**src/rtl/spiclk_pkg.sv**
```systemverilog
// Shared definitions for the serial clock divider.
// Assumes the law select bit sits directly above the exponent field.
package spiclk_pkg;
    typedef enum logic {
        LAW_POW2   = 1'b0,
        LAW_LINEAR = 1'b1
    } div_law_e;
endpackage

```
**src/rtl/spiclk_ratio.sv**
```systemverilog
// Converts a divider configuration word into a half-period terminal count
// (half-period length minus one). Purely combinational.
// Assumes the word layout is: linear value, then exponent, then law select.
module spiclk_ratio
    import spiclk_pkg::*;
#(
    parameter int LIN_W = 8,
    parameter int EXP_W = 4,
    parameter int CFG_W = LIN_W + EXP_W + 1,
    parameter int CNT_W = 14
) (
    input  logic [CFG_W-1:0] cfg_word,
    output logic [CNT_W-1:0] term
);
    localparam int EXP_LO = LIN_W;
    localparam int LAW_B  = LIN_W + EXP_W;

    logic [LIN_W-1:0] lin_val;
    logic [EXP_W-1:0] exp_val;
    div_law_e         law;

    assign lin_val = cfg_word[LIN_W-1:0];
    assign exp_val = cfg_word[EXP_LO +: EXP_W];
    assign law     = div_law_e'(cfg_word[LAW_B]);

    // Select the terminal count for the chosen law; exponent 0 acts as 1.
    always_comb begin
        if (law == LAW_LINEAR) begin
            term = CNT_W'(lin_val);
        end else if (exp_val == '0) begin
            term = '0;
        end else begin
            term = ~({CNT_W{1'b1}} << (exp_val - 1'b1));
        end
    end
endmodule

```
**src/rtl/spiclk_hold.sv**
```systemverilog
// Captures the terminal count and the idle level on a transfer start pulse
// and holds them for the rest of the transfer.
// Assumes xfer_start is a single-cycle pulse.
module spiclk_hold #(
    parameter int CNT_W = 14
) (
    input  logic             clk,
    input  logic             rst_n,
    input  logic             xfer_start,
    input  logic [CNT_W-1:0] term_in,
    input  logic             idle_in,
    output logic [CNT_W-1:0] term_q,
    output logic             idle_q
);
    // Capture the setting only when a transfer starts.
    always_ff @(posedge clk) begin
        if (!rst_n) begin
            term_q <= '0;
            idle_q <= 1'b0;
        end else if (xfer_start) begin
            term_q <= term_in;
            idle_q <= idle_in;
        end
    end

    assert_hold_stable_R4: assert property (@(posedge clk) disable iff (!rst_n)
        !xfer_start |=> ($stable(term_q) && $stable(idle_q)));
endmodule

```
**src/rtl/spiclk_phase.sv**
```systemverilog
// Half-period counter and serial clock register. Issues the toggle strobe
// and the leading and trailing edge strobes.
// Assumes term is stable while xfer_active is high and no start is present.
module spiclk_phase #(
    parameter int CNT_W = 14
) (
    input  logic             clk,
    input  logic             rst_n,
    input  logic             xfer_start,
    input  logic             xfer_active,
    input  logic [CNT_W-1:0] term,
    input  logic             idle_live,
    input  logic             idle_held,
    output logic             sclk,
    output logic             sclk_toggle,
    output logic             lead_en,
    output logic             trail_en
);
    logic [CNT_W-1:0] cnt_q;
    logic             sclk_q;
    logic             wrap;

    assign wrap = (cnt_q == term);

    // Count the half-period and flip the serial clock at each wrap.
    always_ff @(posedge clk) begin
        if (!rst_n) begin
            cnt_q  <= '0;
            sclk_q <= 1'b0;
        end else if (xfer_start || !xfer_active) begin
            cnt_q  <= '0;
            sclk_q <= idle_live;
        end else if (wrap) begin
            cnt_q  <= '0;
            sclk_q <= ~sclk_q;
        end else begin
            cnt_q  <= cnt_q + 1'b1;
        end
    end

    // Decode the strobes from the wrap point and the current level.
    always_comb begin
        sclk_toggle = xfer_active && !xfer_start && wrap;
        lead_en     = sclk_toggle && (sclk_q == idle_held);
        trail_en    = sclk_toggle && (sclk_q != idle_held);
    end

    assign sclk = sclk_q;

    assert_cnt_bound_R1: assert property (@(posedge clk) disable iff (!rst_n)
        (xfer_active && !xfer_start) |-> (cnt_q <= term));
    assert_start_clear_R5: assert property (@(posedge clk) disable iff (!rst_n)
        xfer_start |=> (cnt_q == '0));
    assert_one_edge_R6: assert property (@(posedge clk) disable iff (!rst_n)
        $onehot0({lead_en, trail_en}));
    assert_idle_level_R7: assert property (@(posedge clk) disable iff (!rst_n)
        !xfer_active |=> (sclk_q == $past(idle_live)));
    assert_idle_quiet_R7: assert property (@(posedge clk) disable iff (!rst_n)
        !xfer_active |-> !sclk_toggle);
    assert_toggle_flip_R8: assert property (@(posedge clk) disable iff (!rst_n)
        sclk_toggle |=> (sclk_q != $past(sclk_q)));
endmodule

```
**src/rtl/spiclk_div.sv**
```systemverilog
// Top of the dual-law serial clock divider: ratio decode, setting capture
// and half-period phase generation.
// Assumes the module clock runs at least twice as fast as the serial clock.
module spiclk_div #(
    parameter int LIN_W = 8,
    parameter int EXP_W = 4,
    localparam int CFG_W   = LIN_W + EXP_W + 1,
    localparam int EXP_MAX = (1 << EXP_W) - 1,
    localparam int CNT_W   = ((EXP_MAX - 1) > LIN_W) ? (EXP_MAX - 1) : LIN_W
) (
    input  logic             clk,
    input  logic             rst_n,
    input  logic [CFG_W-1:0] div_cfg,
    input  logic             idle_level,
    input  logic             xfer_start,
    input  logic             xfer_active,
    output logic             sclk,
    output logic             sclk_toggle,
    output logic             lead_en,
    output logic             trail_en
);
    logic [CNT_W-1:0] term_next;
    logic [CNT_W-1:0] term_held;
    logic             idle_held;

    spiclk_ratio #(.LIN_W(LIN_W), .EXP_W(EXP_W), .CFG_W(CFG_W), .CNT_W(CNT_W)) u_ratio (
        .cfg_word (div_cfg),
        .term     (term_next)
    );

    spiclk_hold #(.CNT_W(CNT_W)) u_hold (
        .clk        (clk),
        .rst_n      (rst_n),
        .xfer_start (xfer_start),
        .term_in    (term_next),
        .idle_in    (idle_level),
        .term_q     (term_held),
        .idle_q     (idle_held)
    );

    spiclk_phase #(.CNT_W(CNT_W)) u_phase (
        .clk         (clk),
        .rst_n       (rst_n),
        .xfer_start  (xfer_start),
        .xfer_active (xfer_active),
        .term        (term_held),
        .idle_live   (idle_level),
        .idle_held   (idle_held),
        .sclk        (sclk),
        .sclk_toggle (sclk_toggle),
        .lead_en     (lead_en),
        .trail_en    (trail_en)
    );
endmodule

```
**config.mk**
```make
export PLATFORM = sky130hd
export DESIGN_NAME = spiclk_div
export DESIGN_NICKNAME = d
export VERILOG_FILES = /design/src/rtl/spiclk_pkg.sv /design/src/rtl/spiclk_ratio.sv /design/src/rtl/spiclk_hold.sv /design/src/rtl/spiclk_phase.sv /design/src/rtl/spiclk_div.sv
export SDC_FILE = /design/constraint.sdc
export NUM_CORES = 1
export LEC_CHECK = 0
export BUFFER_PORTS_ARGS = -buffer_cell sky130_fd_sc_hd__buf_2
export CAP_MARGIN = 20
export CORE_MARGIN = 1
export CORE_UTILIZATION = 60
export DETAILED_ROUTE_END_ITERATION = 12
export PLACE_DENSITY = 0.9
export SLEW_MARGIN = 20
export SYNTH_ARGS = -nofsm -noshare
export SYNTH_HDL_FRONTEND = slang
export SYNTH_SLANG_ARGS = --single-unit
```
**constraint.sdc**
```tcl
create_clock -name clk -period 2.3 [get_ports clk]
set_input_delay 0.115 -clock clk [delete_from_list [all_inputs] [get_ports clk]]
set_output_delay 0.115 -clock clk [all_outputs]
set_load 0.02 [all_outputs]
```
# Word-level counts from Yosys, hierarchy flattened
# Cells that the tools add are included.
# totals
word_cells	27
out_inout_bits	4
register_bits	30
in_bits	18
# classes
bitwise	3
addsub	2
n_mux	4
reduce_logical	10
n_shift	1
eq_ne	3
# op_table
op	n
14-bit two-way mux	2
14-bit by 1-bit adder with 14-bit output, second input constant	1
14-bit equality test	1
14-bit inverter	1
14-bit by 4-bit left shift with 14-bit output, first input constant	1
1-bit logical AND	4
4-bit logical NOT	1
4-bit by 1-bit subtractor with 4-bit output, second input constant	1
3-bit OR reduction	1
1-bit logical NOT	2
1-bit two-way mux	2
1-bit inverter	2
2-bit nonzero test	1
1-bit equality test	1
1-bit logical OR	1
1-bit inequality test	1

# Logic depth before layout (Yosys ltp)
# depth
word_depth	5
mapped_depth	8
mapped_depth_nobuf	8

# By module
# A second synthesis with hierarchy kept.
# unflattened
cells_unflattened	183
hier_area_um2	1679.1
# modules_own_cells
module	seq_area_each_um2	n_inst	cells_each	area_each_um2
spiclk_phase	300.3	1	92	790.8
spiclk_hold	300.3	1	48	579.3
spiclk_ratio	0.0	1	43	309.0

# Worst setup path after synthesis
# OpenSTA, ideal clock, no wires.
# synth_timing
path_type	register to output
start	register u_phase.cnt_q[5]
end	output port trail_en
arrival_time_ns	1.562
slack_ns	0.623
required_ns	2.185
path_stages_with_launch	6
path_buffers	0
path_cell_list	dfxtp_1 > xor2_1 > nor4_1 > nand4_1 > or3b_4 > nor2b_2
# synth_between
elab_chain_len	3
# synth_rtl
item	line_no	source
start: declaration	spiclk_phase.sv:19	logic [CNT_W-1:0] cnt_q;
start signal: assignment	spiclk_phase.sv:37	cnt_q <= cnt_q + 1'b1;
14-bit equality test	spiclk_phase.sv:23	assign wrap = (cnt_q == term);
1-bit logical AND	spiclk_phase.sv:43	sclk_toggle = xfer_active && !xfer_start && wrap;
1-bit logical AND	spiclk_phase.sv:45	trail_en = sclk_toggle && (sclk_q != idle_held);
end: declaration	spiclk_div.sv:20	output logic trail_en
# No other way between the ends.

# Worst setup path in the final report
# Same ends and word-level chain as after synthesis.

==> results.md <==
- Fin crit share: 0.942
- Worst skew pair latency: 0.33 ns
- Top-Level Pins: 22
- Synthesized instance count: 180
- Commonest non-fill, non-tap cells in the layout: 30 x dfxtp_1, 22 x xor2_1, 21 x buf_2
- Post-synthesis sequential area ratio: 0.392
- Final Skew: roughly 0.010 ns
- Antenna diodes: 0
- H-tree depth: 2
- Share of cells above drive strength 1: 0.163
- Total routed wirelength: slightly above 3000 um
- Hold Buf Count CTS: 0
- Hold slack final: 0.0441 ns
- Clock Tree Buf Depth: 2
- Clock Tree Root: clkbuf_4
- Final HPWL DP: 2360 um
- Post-synth cell types: 31
- Slew margin rel.: 0.645
- CTS Sinks: 30
- Placed inst area: 1640 um^2
- Placed cell count: 223
- Non-Filler Instances: ~230
- Fill count: between 150 and 200
- Final core occ: 0.739
- Leakage: between 0.7 and 0.8 nW
- Count of pins over their slew limit: 0
- Switching power of the nets: approximately 260 uW
- Area Overhead vs Synth: 11.0%
- DRT Pass-1 Iters: 4
- Setup WS pre-CTS: 0.468 ns
- Initial core utilization: 0.666
- Initial antenna violation count: 0
- PortBufs: 21
- Syn Nets: 203
- Antenna-violating nets left: 0
- Chip Width: about 53 um
- CTS tree: yes
- RSZ-0062 raised after global routing: false
- Setup_tns: 0 ns
- Final setup viols: 0
- Combinational power share: 0.133
- Worst path required time: between 2 and 2.5 ns
- DRC viols: 0
- Int Pwr: 706 uW
- Worst vdd ir: between 400 and 500 uV
- Critical Path AT: ~2 ns
- Total grt overflow: 0
- Die height: ~53 um
- Setup ws final: ~0.13 ns
- Vias in the first global route: roughly 1200
- Syn avg cell area: ~8.5 um^2
- Yosys reg bits: 30
- Max cap viols: 0
- Largest net degree at the start of global routing: 27
- CP Capture Type: output pin
- All-layer global routing usage: 0.260
- Cts repair resizes: 0
- Core ar.: ~2300 um^2
- F_max: 0.462 GHz
- Sequential power share: 0.571
- CP Max Fanout: 6
- 1st-iter DRT viols: 21
- Die area: approximately 2800 um^2
- DR vias: 1277
- Global-route wire length before repair: 5060 um
- Worst Hold Class: in2reg
- Tmin final: 2.17 ns
- Top-area cell type share of the netlist area: 0.392
- Commonest non-fill, non-tap cell in the layout: dfxtp_1
- Worst-Margin Slew: between 0.5 and 0.6 ns
- Final instance area: 1700 um^2
- CTS Buf Count: 5
- Pwr Density: 571 nW/um^2
- Layout Nets: around 230
- Rows: 17
- Final Hold Violating Endpoints: 0
- Dominant cells by area after synthesis: dfxtp_1 39%, xor2_1 13%, nor2_1 4.9%
- Wirelength per Cell: 13.3 um
- Kind of critical path: reg2out
- Total chip power: 969 uW
- Outcome: completed
- Ys Warns: 0
- Share of total power in the clock network: 0.297
- Startpoint types: register
- Clock transition at path regs: about 0.09 ns
- Vias per std cell: roughly 5.5
- Gpl congestion: a little under 0.9
- Yosys top cell by area: dfxtp_1
- Net Sw Frac: 0.272
- Mapped cell area: 1530 um^2
## sequential cells by signal, summed over array words and instances (netlist names)
name	cells
u_hold.idle_q	1
u_hold.term_q	14
u_phase.cnt_q	14
u_phase.sclk	1
## worst paths after layout
| path | startpoint | endpoint | slack, ns | cells after the start |
|---|---|---|---|---|
| worst min register to register | u_phase.cnt_q[0] | u_phase.cnt_q[0] | 0.49 | 1 |
| worst max-delay path | u_phase.cnt_q[5] | trail_en | 0.13 | 6 |
| worst max register to register | u_phase.cnt_q[5] | u_phase.cnt_q[2] | 0.52 | 6 |
| worst min-delay path | div_cfg[4] | u_hold.term_q[4] | 0.04 | 3 |
## logic make-up after synthesis
family,share of synthesized area
AOI/OAI and AO/OA,0.130
adders and majority gates,0.0409
DFF,0.392
muxes,0.0131
buffers and inverters,0.0474
xor gates and xnor gates,0.166
and+or+nand+nor,0.210
## routing by layer
layer	wire length (um)	vias up	GRT usage	part of all wire
met1	1310	585	0.261	0.43
met5	0	-	0	0
li1	-	646	-	-
met2	1510	34	0.447	0.49
met3	134	12	0.0841	0.044
met4	116	0	0.184	0.038
## worst max-delay path: stages (launching register included)
cell     delay, ns
dfxtp_1       0.44
xor2_1        0.09
nor4_1        0.27
nand4_1       0.17
or3b_4        0.46
nor2b_2       0.12
buf_2         0.16
## power groups by stage
| stage | Sequential (mW) | Combinational, mW | Clock [mW] |
|---|---|---|---|
| finish | 0.553 | 0.129 | 0.287 |
| detailed placement | 0.565 | 0.125 | 0 |
| global placement | 0.564 | 0.119 | 0 |
| floorplan | 0.562 | 0.0889 | 0 |
| global route | 0.555 | 0.143 | 0.313 |
| CTS | 0.552 | 0.126 | 0.291 |
## cell usage after synthesis
library cell  count
dfxtp_1          30
xor2_1           22
nor2_1           20
inv_1            12
nand2_1          11
o21ai_0          11
xnor2_1           7
a21boi_0          6
nand3_1           6
nor2b_1           6
and2_1            5
ha_1              5
o22ai_1           5
clkbuf_1          4
nand4_1           4
a31oi_1           3
nor4_1            3
o211ai_1          3
a21oi_1           2
and3_1            2
mux2i_1           2
nor3_1            2
a21o_1            1
a22o_1            1
and3_2            1
buf_2             1
buf_4             1
nand2b_1          1
nor2_2            1
nor2b_2           1
or3b_4            1
## layout make-up
cell class	count	area, um^2	area share
multi-input combinational	132	857	0.505
clock inverter	2	10.0	0.00590
timing repair buffer	22	113	0.0663
sequential	30	601	0.354
inverter	12	45.0	0.0265
clock buffer	5	37.5	0.0221
tap	28	35.0	0.0206
## what timing repair did
item,in CTS,in global routing
buffers inserted,0,1
hold endpoints to repair,0,0
endpoints found under the setup margin,0,2
Power figures use the tool's default switching activity.
